[config.mk]
export PLATFORM = sky130hd
export DESIGN_NAME = uart_pwr_ctrl
export DESIGN_NICKNAME = d
export VERILOG_FILES = /design/src/rtl/uart_pwr_pkg.sv /design/src/rtl/uart_pwr_sync.sv /design/src/rtl/uart_pwr_half.sv /design/src/rtl/uart_pwr_ctrl.sv
export SDC_FILE = /design/constraint.sdc
export NUM_CORES = 1
export LEC_CHECK = 0
export ABC_CLOCK_PERIOD_IN_PS = 1000
export BUFFER_PORTS_ARGS = -buffer_cell sky130_fd_sc_hd__buf_4
export CORE_MARGIN = 4
export CORE_UTILIZATION = 35
export CTS_CLUSTER_DIAMETER = 100
export CTS_CLUSTER_SIZE = 25
export DETAILED_ROUTE_END_ITERATION = 7
export PLACE_DENSITY = 0.56
export SLEW_MARGIN = 20
export SYNTH_ARGS = -nofsm -noshare
export SYNTH_HDL_FRONTEND = slang
export SYNTH_SLANG_ARGS = --single-unit
[constraint.sdc]
create_clock -name clk -period 1 [get_ports clk]
set_clock_uncertainty 0.1 [all_clocks]
set_input_delay 0.05 -clock clk [delete_from_list [all_inputs] [get_ports clk]]
set_output_delay 0.05 -clock clk [all_outputs]
set_load 0.01 [all_outputs]
[src/rtl/uart_pwr_pkg.sv]
package uart_pwr_pkg;

  // Power state of one half (transmit or receive) of a channel
  typedef enum logic [1:0] {
    HS_ON     = 2'd0,
    HS_AUTO   = 2'd1,
    HS_FORCED = 2'd2
  } half_state_e;

  // Default qualification window before automatic entry
  localparam int unsigned DEF_ENTRY_HOLD = 2;
  // Default synchronizer depth for asynchronous lines
  localparam int unsigned DEF_SYNC_STAGES = 2;

endpackage

[src/rtl/uart_pwr_sync.sv]
// Multi-flop synchronizer followed by a change detector.
module uart_pwr_sync #(
  parameter int unsigned STAGES    = 2,
  parameter logic        RESET_VAL = 1'b1
) (
  input  logic clk,
  input  logic rst,
  input  logic d_async,
  output logic change
);
  // Stages 0..STAGES-1 synchronize; stage STAGES holds the previous value
  logic [STAGES:0] sh_q;

  always_ff @(posedge clk) begin
    if (rst) begin
      sh_q <= {(STAGES+1){RESET_VAL}};
    end else begin
      sh_q <= {sh_q[STAGES-1:0], d_async};
    end
  end

  assign change = sh_q[STAGES] ^ sh_q[STAGES-1];

endmodule

[src/rtl/uart_pwr_half.sv]
// Power sequencer for one half of a channel.
module uart_pwr_half
  import uart_pwr_pkg::*;
#(
  parameter int unsigned ENTRY_HOLD = DEF_ENTRY_HOLD
) (
  input  logic clk,
  input  logic rst,
  input  logic force_pd,
  input  logic auto_en,
  input  logic idle_ok,
  input  logic wake,
  output logic pd,
  output logic clk_en
);
  localparam int unsigned CW = (ENTRY_HOLD > 1) ? $clog2(ENTRY_HOLD) : 1;
  localparam logic [CW-1:0] LAST = CW'(ENTRY_HOLD - 1);

  half_state_e   state_q, state_d;
  logic [CW-1:0] cnt_q, cnt_d;
  logic          pd_d;

  always_comb begin
    state_d = state_q;
    cnt_d   = '0;
    if (force_pd) begin
      state_d = HS_FORCED;
    end else if (!auto_en) begin
      state_d = HS_ON;
    end else if (state_q == HS_AUTO) begin
      state_d = wake ? HS_ON : HS_AUTO;
    end else if (idle_ok && !wake) begin
      // qualifying cycle: count until the hold window is complete
      if (cnt_q == LAST) begin
        state_d = HS_AUTO;
      end else begin
        state_d = HS_ON;
        cnt_d   = cnt_q + CW'(1);
      end
    end else begin
      // activity, a wake strobe or a released force restarts qualification
      state_d = HS_ON;
    end
  end

  assign pd_d = (state_d != HS_ON);

  always_ff @(posedge clk) begin
    if (rst) begin
      state_q <= HS_ON;
      cnt_q   <= '0;
      pd      <= 1'b0;
      clk_en  <= 1'b1;
    end else begin
      state_q <= state_d;
      cnt_q   <= cnt_d;
      pd      <= pd_d;
      clk_en  <= !pd_d;
    end
  end

endmodule

[src/rtl/uart_pwr_ctrl.sv]
// Automatic power-down controller for NUM_CH UART channels.
module uart_pwr_ctrl
  import uart_pwr_pkg::*;
#(
  parameter int unsigned NUM_CH      = 2,
  parameter int unsigned ENTRY_HOLD  = DEF_ENTRY_HOLD,
  parameter int unsigned SYNC_STAGES = DEF_SYNC_STAGES
) (
  input  logic              clk,
  input  logic              rst,
  input  logic [NUM_CH-1:0] cfg_force_pd,
  input  logic [NUM_CH-1:0] cfg_auto_en,
  input  logic [NUM_CH-1:0] tx_hold_empty,
  input  logic [NUM_CH-1:0] tx_shift_empty,
  input  logic [NUM_CH-1:0] tx_wr,
  input  logic [NUM_CH-1:0] rx_fifo_empty,
  input  logic [NUM_CH-1:0] rx_idle,
  input  logic [NUM_CH-1:0] rxd_async,
  input  logic [NUM_CH-1:0] ri_async,
  output logic [NUM_CH-1:0] tx_pd,
  output logic [NUM_CH-1:0] rx_pd,
  output logic [NUM_CH-1:0] tx_clk_en,
  output logic [NUM_CH-1:0] rx_clk_en,
  output logic [NUM_CH-1:0] ri_irq
);
  logic [NUM_CH-1:0] rxd_chg;
  logic [NUM_CH-1:0] ri_chg;

  for (genvar ch = 0; ch < NUM_CH; ch++) begin : g_ch
    uart_pwr_sync #(
      .STAGES   (SYNC_STAGES),
      .RESET_VAL(1'b1)
    ) u_rxd_sync (
      .clk    (clk),
      .rst    (rst),
      .d_async(rxd_async[ch]),
      .change (rxd_chg[ch])
    );

    uart_pwr_sync #(
      .STAGES   (SYNC_STAGES),
      .RESET_VAL(1'b1)
    ) u_ri_sync (
      .clk    (clk),
      .rst    (rst),
      .d_async(ri_async[ch]),
      .change (ri_chg[ch])
    );

    uart_pwr_half #(
      .ENTRY_HOLD(ENTRY_HOLD)
    ) u_tx_half (
      .clk     (clk),
      .rst     (rst),
      .force_pd(cfg_force_pd[ch]),
      .auto_en (cfg_auto_en[ch]),
      .idle_ok (tx_hold_empty[ch] & tx_shift_empty[ch]),
      .wake    (tx_wr[ch]),
      .pd      (tx_pd[ch]),
      .clk_en  (tx_clk_en[ch])
    );

    uart_pwr_half #(
      .ENTRY_HOLD(ENTRY_HOLD)
    ) u_rx_half (
      .clk     (clk),
      .rst     (rst),
      .force_pd(cfg_force_pd[ch]),
      .auto_en (cfg_auto_en[ch]),
      .idle_ok (rx_fifo_empty[ch] & rx_idle[ch]),
      .wake    (rxd_chg[ch]),
      .pd      (rx_pd[ch]),
      .clk_en  (rx_clk_en[ch])
    );

    // Ring-indicator interrupt runs on the always-on clock in every state
    always_ff @(posedge clk) begin
      if (rst) begin
        ri_irq[ch] <= 1'b0;
      end else begin
        ri_irq[ch] <= ri_chg[ch];
      end
    end
  end

endmodule

## Yosys cells after proc, flatten, opt, wreduce, memory -nomap -nowiden

Index checks and enable logic that the tools add are counted.

- Bits in latches: 0
- Memory bits (read-only): 0
- Bits in writable memories: 0
- Flip-flop bits (word level): 34
- Memories kept: 0

- $mul: 0
- Div/mod/pow operators: 0
- Bitwise logic cells: 14
- Equal/unequal tests: 4
- Add/sub/neg operators: 4
- $lt $le $gt $ge: 0
- Muxes and demuxes: 24
- Reductions and logical operators: 20
- Shift-type cells: 0

Operators by type and width:

| operator | count |
|---|---|
| $mux 2 | 12 |
| $reduce_or 6->1 | 4 |
| $mux 1 | 12 |
| $eq 2x1->1 const B | 4 |
| $logic_not 1->1 | 8 |
| $reduce_bool 2->1 | 4 |
| $not 1->1 | 6 |
| $add 1x1->1 const B | 4 |
| $and 1x1->1 | 4 |
| $logic_and 1x1->1 | 4 |
| $xor 1x1->1 | 4 |

## Depth between registers and ports, before layout

Gate-level depths: netlist of run 1.

- Depth after elaboration: 9
- Gate-level depth with buffers: 3
- Depth with buffers taken out: 3

## Modules after synthesis

A second synthesis of run 1 with hierarchy kept.

- Cells, all modules: 96
- Area total of the unflattened synthesis: 1178.6 um^2

Modules (own cells, without submodules):

| module | area each (um^2) | cells each | instances |
|---|---|---|---|
| uart_pwr_half | 187.7 | 15 | 4 |
| uart_pwr_sync | 87.6 | 7 | 4 |
| uart_pwr_ctrl | 77.6 | 8 | 1 |

## Least setup slack after synthesis of run 1

No wires, ideal clock.

- Path kind: register -> register
- From: reg g_ch[1].u_rxd_sync.sh_q[1]
- To: reg g_ch[1].u_rx_half.clk_en
- Cell stages (with the launch flop): 4
- Buffers on the path: 0
- Arrival: 0.873 ns
- Setup time: 0.122 ns
- Clock period less this slack: 1.095 ns
- Data required time: 0.778 ns
- Path slack: -0.095 ns
- Cells stage by stage: dfxtp_1 xnor2_1 nand2_1 a221o_1

- Longest elaborated chain between the ends: 9
- Elaborated cells on any way between the ends: 10
- Those cells by class: mux (5); bitwise (1); reduce/logical (4)

RTL lines:

| what | line | RTL |
|---|---|---|
| start, declared | uart_pwr_sync.sv:12 | `logic [STAGES:0] sh_q;` |
| start signal, assigned | uart_pwr_sync.sv:16 | `sh_q <= {(STAGES+1){RESET_VAL}};` |
| start signal, assigned | uart_pwr_sync.sv:18 | `sh_q <= {sh_q[STAGES-1:0], d_async};` |
| $xor 1x1->1 (*) | uart_pwr_sync.sv:22 | `assign change = sh_q[STAGES] ^ sh_q[STAGES-1];` |
| $logic_not 1->1 | uart_pwr_half.sv:32 | `end else if (idle_ok && !wake) begin` |
| $logic_and 1x1->1 | uart_pwr_half.sv:32 |  |
| $mux 1 | uart_pwr_half.sv:32 |  |
| $mux 2 (*) | uart_pwr_half.sv:30 | `end else if (state_q == HS_AUTO) begin` |
| $mux 2 (*) | uart_pwr_half.sv:28 | `end else if (!auto_en) begin` |
| $mux 2 (*) | uart_pwr_half.sv:26 | `if (force_pd) begin` |
| $reduce_bool 2->1 (*) | uart_pwr_half.sv:46 | `assign pd_d = (state_d != HS_ON);` |
| $logic_not 1->1 (*) | uart_pwr_half.sv:58 | `clk_en <= !pd_d;` |
| end signal, assigned | uart_pwr_half.sv:58 |  |
| end, declared | uart_pwr_half.sv:14 | `output logic clk_en` |

Every way passes the cells marked *; elsewhere a longest branch is shown, timed or not.
A chain may end at the register's enable or synchronous reset.

## Worst setup path in the final report of run 1

Ends and elaborated chain as after synthesis.

==> impl_results.md, run 1 <==
* Critical path startpoint category: flip-flop
* Worst hold path depth at 2
* Die W at around 64 microns
* Mapped Cells at 103
* TritonCTS clock tree: built
* Final Max Slew Viols at 0
* Setup TNS at -335 ps
* 1st-iter DRT viols at 12
* Data arrival, critical path at ~1300 ps
* Yosys warns at 0
* Clock Tree Buf Depth at 2
* Failing checks: hold timing, setup timing
* Drt wl/cell at 10.7 microns
* R2r setup slk at -140 ps
* Final Critical Period at between 1000 and 1500 ps
* Post-Syn Area at 1110 sq um
* Worst Hold Class: in -> reg
* Antenna violations before repair at 0
* Initial Utilization at 0.364
* Largest family of logic cells by synthesized area: simple AND/OR/NAND/NOR gates
* First-pass GRT wire length at about 3200 microns
* Final HPWL DP at approximately 1300 microns
* Tot Pwr at ~2.4 mW
* Worst flop-to-flop path startpoint: g_ch[1].u_rxd_sync.sh_q[1]
* Io pins at 30
* Slew HR at 0.810
* Compound-Gate Fraction of Synth Area at 0.0744
* Worst path required time at ~1100 ps
* Reg clk slew, reported paths at 90 ps
* Max Freq at between 0.8 and 0.9 GHz
* Slew @ Worst Pin at about 280 ps
* CTS Buf Count at 5
* Drt first pass iters at 2
* Port Buf Inserts at 29
* Simple-gate share of the synthesized area at 0.248
* CP max FO at 4
* Filler Cells Inserted at ~290
* Layout cells sized above 1 at 0.497
* Row count at 20
* Fin crit share at 1.14
* RePlAce Congestion at about 0.73
* Final setup fails at 3
* Syn Nets at between 100 and 150
* H-tree Lvls at 2
* Total number of vias at 839
* DR DRC count at 0
* Maximum VDD drop at 0.921 mV
* Synthesis-stage register bit count at 32
* CP cell instances: xnor2_2 -> nand2_2 -> a221o_1
* Nets at 170
* Reg2reg path depth at 3
* Number of global-route vias before repair at 774
* PwrDens at between 1000 and 1500 nW/um^2
* Die Y at ~64 microns
* Final hold vios at 11
* Post-synthesis adder-cell area fraction at 0
* Mux contribution to synthesized area at 0
* Sequential area share after synthesis at 0.577
* Outcome: finished, violations left
* CP Capture Type: flip-flop
* Max Cap Viol at 0
* Root Driver: clkbuf_4
* Layout area overhead at 51.1%
* Avg Inst Size Synth at around 11 sq um
* Total track usage at 0.107
* Vias per inst at between 4 and 5
* Inserted Diodes at 0
* Die area at approximately 4100 sq um
* Largest net degree at the start of global routing at 12
* Worst hold start: cfg_force_pd[1]
* Crit path largest cell delay at 340 ps
* RSZ-0062 raised after global routing: true
* Core outline area at just over 3000 sq um
* Synth Area in XOR/XNOR at 0.0316
* Final wirelength at 2080 microns
* GRT overflow at 0
* Post-synth cell types at 30
* Leakage at between 0.6 and 0.7 nW
* Clk_lat worst skew at ~330 ps
* Clock Sinks at 32
* DRT antenna net count at 0
* Worst-case hold slack at -167 ps
* Final setup margin at -143 ps
* Type of the worst setup path: reg -> reg
* Critical R2R Capture: g_ch[1].u_rx_half.clk_en
* Worst Hold Path EP: g_ch[1].u_rx_half.cnt_q
* Slowest CP cell: dfxtp_2
==> final cells by class <==
type	instances	area, sq um	area share
repair buffers	50	417	0.249
inverters	2	7.51	0.00448
flip-flops and latches	32	646	0.385
clock buffers	8	58.8	0.0351
well taps	44	55.1	0.0328
multi-input cells	59	493	0.294
==> placed cells by master (no fill, tap or decap), types with 3 or more instances in the layout <==
cell           synthesis  routed
dlygate4sd3_1          0      15
nor2_1                 5       5
dfxtp_2                0       4
nor2b_1                6       3
or2_2                 12      12
dfxtp_1               32      28
nand2_1                6       5
clkbuf_4               0       5
buf_4                  8      34
==> worst max path at each step <==
| stage | startpoint | end | slack [ps] |
|---|---|---|---|
| final | g_ch[1].u_rxd_sync.sh_q[1] | g_ch[1].u_rx_half.clk_en | -140 |
| after global routing | g_ch[1].u_rxd_sync.sh_q[1] | g_ch[1].u_rx_half.clk_en | -160 |
| after CTS | g_ch[1].u_rxd_sync.sh_q[2] | g_ch[1].u_rx_half.cnt_q | -110 |
| after detailed placement | g_ch[1].u_rxd_sync.sh_q[1] | g_ch[1].u_rx_half.clk_en | -90 |
| after global placement | g_ch[1].u_rxd_sync.sh_q[2] | g_ch[1].u_rx_half.clk_en | -80 |
| after floorplan | g_ch[1].u_rxd_sync.sh_q[2] | g_ch[1].u_rx_half.clk_en | -50 |
==> per-layer routing <==
layer,vias up,share of wire,track usage
met5,-,0,0
met4,0,0.025,0.0633
met3,5,0.076,0.0633
met2,22,0.50,0.165
met1,381,0.40,0.111
li1,431,-,-
==> power breakdown <==
group | total, mW | switching (mW) | internal [mW]
Combinational | 0.285 | 0.106 | 0.178
Clock | 0.743 | 0.397 | 0.347
Sequential | 1.34 | 0.0206 | 1.32
==> cell families (layout without fill, tap and decap cells) <==
family                 after synthesis  after routing
AND/OR/NAND/NOR                     44             44
flip-flops                          32             32
buffers and inverters               12             60
AO/OA/AOI/OAI                       11             11
XOR/XNOR                             4              4
==> metrics by stage <==
stage,instances,cell area [sq um],utilization,worst slack (ps)
4_1_cts,194,1570,0.514,-106
3_5_place_dp,171,1350,0.443,-90.0
6_report,195,1680,0.549,-143
2_1_floorplan,103,1110,-,-54.1
3_3_place_gp,171,1350,0.443,-79.6
5_1_grt,195,1680,0.549,-164
==> worst max-delay path, delay by kind of cell, from the launching register on <==
kind	cells	cell delay, ps
flip-flops	1	340
XOR/XNOR	1	160
AO/OA/AOI/OAI	1	320
AND/OR/NAND/NOR	1	110
==> Yosys cell counts (all sizes together) <==
library cell / n / area (sq um)
nand2: 6 / 22.5
nor3: 1 / 5.00
buf: 9 / 65.1
o31a: 1 / 8.76
a221o: 1 / 10.0
dfxtp: 32 / 641
inv: 2 / 7.51
o21bai: 1 / 7.51
nor2: 5 / 18.8
a31oi: 2 / 12.5
nand2b: 3 / 26.3
a221oi: 1 / 8.76
nand4: 1 / 6.26
nor2b: 6 / 37.5
nand3: 2 / 10.0
o21ba: 1 / 10.0
o31ai: 1 / 7.51
a21oi: 2 / 10.0
a21o: 1 / 7.51
xnor2: 4 / 35.0
and2: 1 / 6.26
or3: 2 / 17.5
clkbuf: 1 / 3.75
nor4: 4 / 37.5
nor3b: 1 / 12.5
or2: 12 / 75.1
==> state kept, by name, indices dropped and copies added, names as in the netlist, 3 cells and up <==
| signal | flops |
|---|---|
| g_ch.u_ri_sync.sh_q | 6 |
| g_ch.u_rxd_sync.sh_q | 6 |
| g_ch.u_rx_half.state_q | 3 |
| g_ch.u_tx_half.state_q | 3 |
==> timing repair <==
item	CTS	global route
setup endpoints to repair	5	15
pin swaps	1	11
hold buffers	15	1
hold endpoints to repair	22	12
setup buffers	0	1
resized for setup	2	20
No activity file was read; power rests on OpenSTA's default activity.
==> inputs of run 2 (changes only) <==
--- a/config.mk
+++ b/config.mk
@@ -12,7 +12,7 @@
 export CTS_CLUSTER_DIAMETER = 100
 export CTS_CLUSTER_SIZE = 25
 export DETAILED_ROUTE_END_ITERATION = 7
-export PLACE_DENSITY = 0.56
+export PLACE_DENSITY_LB_ADDON = 0.05
 export SLEW_MARGIN = 20
 export SYNTH_ARGS = -nofsm -noshare
 export SYNTH_HDL_FRONTEND = slang
==> run 2 against run 1 <==
Critical endpoint unchanged; clock-buffer cell count down 2; the run still ends with hold timing, setup timing left; total power up 0.27%; core utilization unchanged; sequential share of layout area up 0.22 points.
==> impl_results.md, run 2 (synthesized netlist as in run 1, its figures left out) <==
* Outcome: finished, violations left
* Failing checks: hold timing, setup timing
* Slew HR at 0.804
* Drt first pass iters at 2
* Port Buf Inserts at 29
* Fin crit share at 1.11
* Maximum VDD drop at 0.685 mV
* Util after Layout at 0.549
* Io pins at 30
* Most frequent cells in the layout: buf_4, dfxtp_1, dlygate4sd3_1, or2_2, clkbuf_4
* Die Y at 64.3 microns
* Int Power at ~1.8 mW
* Setup TNS at -267 ps
* Die W at around 64 microns
* Regs by FF count: g_ch.u_ri_sync.sh_q (6), g_ch.u_rxd_sync.sh_q (6)
* Initial Utilization at 0.364
* Number of global-route vias before repair at 836
* Worst path required time at ~1100 ps
* DR DRC count at 0
* GRT overflow at 0
* Leakage at around 0.68 nW
* Logic pwr share at 0.118
* 1st-iter DRT viols at 21
* Clock Tree Buf Depth at 2
* H-tree Lvls at 2
* RSZ-0062 raised after global routing: true
* Vias per inst at approximately 4.3
* Nets at ~170
* Critical path startpoint category: flip-flop
* Final setup margin at -105 ps
* PwrDens at 1420 nW/um^2
* Final HPWL DP at roughly 1400 microns
* Inserted Diodes at 0
* Root Driver: clkbuf_4
* Clk_lat worst skew at about 330 ps
* Slew @ Worst Pin at between 200 and 300 ps
* Final wirelength at roughly 2100 microns
* Total track usage at 0.112
* Sw frac at 0.232
* Reg clk slew, reported paths at around 90 ps
* Clock Sinks at 32
* Layout area overhead at 51.1%
* Clock network fraction of total power at 0.317
* CP Capture Type: flip-flop
* Worst Hold Class: in -> reg
* Largest net degree at the start of global routing at 16
* Data arrival, critical path at roughly 1200 ps
* DRT antenna net count at 0
* Flop pwr share at 0.565
* TritonCTS clock tree: built
* Row count at 20
* Max Cap Viol at 0
* RePlAce Congestion at around 0.77
* Filler Cells Inserted at approximately 280
* Commonest non-fill, non-tap cell in the layout: buf_4
* Worst-case hold slack at -150 ps
* Drt wl/cell at 11.1 microns
* First-pass GRT wire length at 3390 microns
* Final Critical Period at between 1000 and 1500 ps
* Max Freq at ~0.9 GHz
* Total number of vias at between 800 and 900
* Net Sw Power at 550 uW
* Final hold vios at 14
* Die area at ~4100 sq um
* Type of the worst setup path: reg -> reg
* Final Max Slew Viols at 0
* CTS Buf Count at 5
* Final setup fails at 3
* Layout cells sized above 1 at 0.534
* Antenna violations before repair at 0
* CP max FO at 3
* Core outline area at 3050 sq um
==> run 2: cell count changes in the layout (fill, tap and decap cells not counted), moves of 2 or more <==
cell           delta
clkinv_2          +2
nor4_1            -2
clkbuf_1          -2
buf_4             -2
dlygate4sd3_1     -2
==> run 2: worst max-delay path: stages (launching register included) <==
cell and delay (ps):
dfxtp_2 340, xnor2_2 150, nand2_2 80, a221o_1 320
==> run 2: through the flow <==
stage               setup WS, ps  cell area, sq um  power, mW  std cells
finish                      -105              1680       2.38        192
global route                -142              1680       2.51        192
CTS                        -99.5              1550       2.39        190
detailed placement          -128              1330       1.58        168
global placement           -63.8              1330       1.57        168
floorplan                  -54.1              1110       1.48        103
==> run 2: final timing paths <==
kind	start	endpoint	slack (ps)	cells past startpoint
setup / recovery	g_ch[1].u_rxd_sync.sh_q[1]	g_ch[1].u_rx_half.clk_en	-110	3
hold reg to reg	g_ch[0].u_rxd_sync.sh_q[0]	g_ch[0].u_rxd_sync.sh_q[1]	310	1
hold / removal	cfg_force_pd[1]	g_ch[1].u_rx_half.state_q[0]	-150	2
setup reg to reg	g_ch[1].u_rxd_sync.sh_q[1]	g_ch[1].u_rx_half.clk_en	-110	3
==> run 2: power by group through the flow <==
stage / logic [mW] / registers (mW) / clock network (mW)
final: 0.280 / 1.34 / 0.754
after global routing: 0.306 / 1.35 / 0.854
after CTS: 0.250 / 1.34 / 0.802
after detailed placement: 0.209 / 1.37 / 0
after global placement: 0.206 / 1.37 / 0
after floorplan: 0.112 / 1.36 / 0
==> run 2: layout make-up <==
class | count | area [sq um] | share of cell area
Tap cell | 44 | 55.1 | 0.0328
Timing Repair Buffer | 47 | 393 | 0.234
Clock inverter | 2 | 10.0 | 0.00597
Clock buffer | 6 | 51.3 | 0.0306
Multi-Input combinational cell | 59 | 510 | 0.304
Sequential cell | 32 | 649 | 0.387
Inverter | 2 | 7.51 | 0.00448
==> run 2: per-layer routing <==
metal | vias up | track usage | wire, microns | part of all wire
li1 | 423 | - | - | -
met1 | 372 | 0.120 | 926 | 0.43
met2 | 25 | 0.173 | 1020 | 0.48
met3 | 5 | 0.0475 | 158 | 0.074
met4 | 0 | 0.0871 | 36 | 0.017
met5 | - | 0 | 0 | 0
==> run 2: repair_timing <==
item / CTS / global route
pin swaps: 3 / 10
endpoints found under the hold margin: 23 / 15
hold buffers: 13 / 1
setup buffers: 1 / 2
gates resized for setup: 5 / 24
endpoints found under the setup margin: 7 / 16
==> inputs of run 3 (changes only) <==
--- a/config.mk
+++ b/config.mk
@@ -5,6 +5,7 @@
 export SDC_FILE = /design/constraint.sdc
 export NUM_CORES = 1
 export LEC_CHECK = 0
+export ABC_AREA = 1
 export ABC_CLOCK_PERIOD_IN_PS = 1000
 export BUFFER_PORTS_ARGS = -buffer_cell sky130_fd_sc_hd__buf_4
 export CORE_MARGIN = 4
==> run 3 against run 2 <==
The flow finishes with violations (hold timing); via count is 3.2% higher; sequential power hardly changed; die area is 0.39% higher; non-clock buffer count is 1 higher; worst setup slack better by 120 ps; core utilization is 2.5 points lower; final area is 4.5% lower; critical endpoint unchanged; highest routed layer unchanged.
==> impl_results.md, run 3 <==
* Outcome: finished, violations left
* Failing checks: hold timing
* Mapped Cells at 124
* CTS Hold Bufs at 19
* R2r setup slk at roughly 30 ps
* Yosys warns at 0
* Worst Hold Class: in -> reg
* Drt wl/cell at about 9 microns
* Io pins at 30
* Filler Cells Inserted at between 200 and 300
* Die area at approximately 4200 sq um
* Reg2reg path depth at 5
* Clk_lat worst skew at about 320 ps
* Clock Sinks at 32
* Port Buf Inserts at 29
* Most frequent cells in the layout: dfxtp_1, buf_4, nand2_1, dlygate4sd3_1, nor2_1
* Largest area contributor in the netlist: dfxtp_1
* Mux contribution to synthesized area at 0
* CP Capture Type: flip-flop
* Synthesis-stage register bit count at 32
* Final setup fails at 0
* Non-filler cells, final at around 210
* Worst hold path depth at 2
* Avg Inst Size Synth at roughly 9.0 sq um
* Slew @ Worst Pin at ~200 ps
* Sequential area share after synthesis at 0.575
* Final wirelength at approximately 1900 microns
* Synth top area share at 0.575
* Nets at 189
* Worst flop-to-flop path startpoint: g_ch[1].u_rxd_sync.sh_q[1]
* Final Critical Period at between 900 and 1000 ps
* Final hold vios at 6
* Leakage at between 0.7 and 0.8 nW
* First-pass GRT wire length at between 3000 and 4000 microns
* Final Max Slew Viols at 0
* Commonest non-fill, non-tap cell in the layout: dfxtp_1
* Antenna violations before repair at 0
* DRT antenna net count at 0
* Synth area leaders: dfxtp_1, nand2_1, buf_4
* Post-synthesis adder-cell area fraction at 0
* Number of global-route vias before repair at between 800 and 900
* Total number of vias at about 850
* Crit path largest cell delay at around 520 ps
* Async set or reset register ratio after synthesis at 0
* Max Freq at about 1.0 GHz
* Root Driver: clkbuf_4
* 1st-iter DRT viols at 28
* Post-synth cell types at 18
* Simple-gate share of the synthesized area at 0.260
* RSZ-0062 raised after global routing: true
* Most instantiated cells after synthesis: dfxtp_1, nand2_1, nor2_1
* Maximum VDD drop at between 1 and 1.5 mV
* Total track usage at 0.110
* Reg clk slew, reported paths at 90 ps
* Type of the worst setup path: in -> reg
* Post-synth EDFFs at 0
* Largest net degree at the start of global routing at 20
* Worst Hold Path EP: g_ch[0].u_tx_half.state_q[1]
* Clock Tree Buf Depth at 2
* Final Cell Area at approximately 1600 sq um
* Syn Nets at 144
* Count leader, synth: dfxtp_1
* Final HPWL DP at between 1000 and 1500 microns
* CP max FO at 3
* Placed cells at between 150 and 200
* CTS Buf Count at 5
* Slew HR at 0.865
* Core outline area at 3050 sq um
* CP cell instances: dlygate4sd3_1 -> buf_4 -> inv_1 -> a21oi_2 -> nand3_1 -> nand2_1 -> nand2_1
* Worst path required time at around 1100 ps
* Inserted Diodes at 0
* DR DRC count at 0
* Dpl cell area at around 1300 sq um
* Regs by FF count: g_ch.u_ri_sync.sh_q (6), g_ch.u_rxd_sync.sh_q (6)
* RePlAce Congestion at about 0.73
* Max Cap Viol at 0
* Post-Syn Area at 1110 sq um
* TritonCTS clock tree: built
* Layout cells sized above 1 at 0.337
* Drt first pass iters at 4
* Largest family of logic cells by synthesized area: simple AND/OR/NAND/NOR gates
* Worst hold start: rst
* Compound-Gate Fraction of Synth Area at 0.0157
* Die W at between 60 and 70 microns
* Vias per inst at ~4
* Synth Area in XOR/XNOR at 0.0236
* PwrDens at 1490 nW/um^2
* H-tree Lvls at 2
* Ys flop type: dfxtp_1
* GRT overflow at 0
* Critical R2R Capture: g_ch[1].u_rx_half.clk_en
* Setup bufs post-CTS at 0
* Most used cell, CP: nand2_1
* Data arrival, critical path at around 1100 ps
* Critical path startpoint category: input pin
* Fin crit share at 0.985
* Slowest CP cell: dlygate4sd3_1
* Worst-case hold slack at -48.1 ps
* Util after Layout at 0.525
* Initial Utilization at 0.365
* Layout area overhead at 43.7%
* Die Y at between 60 and 70 microns
* Row count at 20
==> run 3: cell types whose count changed after synthesis, sizes merged, moves of 2 or more <==
cell    change
nand2      +15
inv        +12
nor2       +11
nand3       +8
nor2b       -6
nor4        -4
nand2b      -3
a31oi       -2
or3         -2
==> run 3: layout make-up <==
class	count	area (sq um)	share of cell area
well taps	44	55.1	0.0344
multi-input cells	68	365	0.228
repair buffers	48	413	0.258
inverters	14	60.1	0.0375
clock buffers	7	65.1	0.0406
flip-flops and latches	32	643	0.402
==> run 3: routing by layer <==
layer	vias up	wire length (microns)	global-route usage
li1	461	-	-
met1	366	873	0.125
met2	22	910	0.171
met3	2	139	0.0589
met4	0	18	0.0475
met5	-	0	0
==> run 3: logic make-up after synthesis <==
group / Yosys count
AOI/OAI and AO/OA: 3
xor gates and xnor gates: 3
buffers and inverters: 24
DFF: 32
and+or+nand+nor: 62
==> run 3: how the worst max path moves through the flow <==
| stage | start | endpoint | slack [ps] | cells after the start |
|---|---|---|---|---|
| detailed placement | g_ch[1].u_rxd_sync.sh_q[1] | g_ch[1].u_rx_half.clk_en | -10 | 5 |
| floorplan | g_ch[1].u_rxd_sync.sh_q[1] | g_ch[1].u_rx_half.clk_en | 60 | 5 |
| global placement | g_ch[1].u_rxd_sync.sh_q[1] | g_ch[1].u_rx_half.clk_en | 30 | 5 |
| finish | cfg_auto_en[1] | g_ch[1].u_rx_half.clk_en | 10 | 7 |
| global route | g_ch[1].u_rxd_sync.sh_q[1] | g_ch[1].u_rx_half.clk_en | -30 | 5 |
| CTS | g_ch[0].u_rxd_sync.sh_q[1] | g_ch[0].u_rx_half.clk_en | 20 | 4 |
==> run 3: stage by stage <==
stage | TNS, ps | setup WS, ps | total power, mW | hold WS (ps)
finish | 0 | 14.6 | 2.38 | -48.1
global route | -42.8 | -29.0 | 2.54 | -47.2
CTS | 0 | 19.0 | 2.42 | -66.6
detailed placement | -13.1 | -13.1 | 1.56 | 133
global placement | 0 | 25.8 | 1.56 | 132
floorplan | 0 | 58.2 | 1.48 | 22.4
==> run 3: where the power goes <==
part	total (mW)	internal [mW]	switching [mW]	leakage (nW)
registers	1.34	1.32	0.0150	0.263
logic	0.265	0.160	0.105	0.445
clock network	0.784	0.398	0.386	0.0374
total	2.38	1.88	0.506	0.746
==> run 3: critical path, delay by kind of cell <==
kind	cells	cell delay, ps
AO/OA/AOI/OAI	1	140
buffers and inverters	3	670
AND/OR/NAND/NOR	3	240
==> run 3: timing repair <==
item | CTS | global route
pin swaps | 0 | 9
endpoints found under the setup margin | 1 | 7
gates resized for setup | 1 | 17
gates cloned | 0 | 0
hold endpoints to repair | 30 | 3
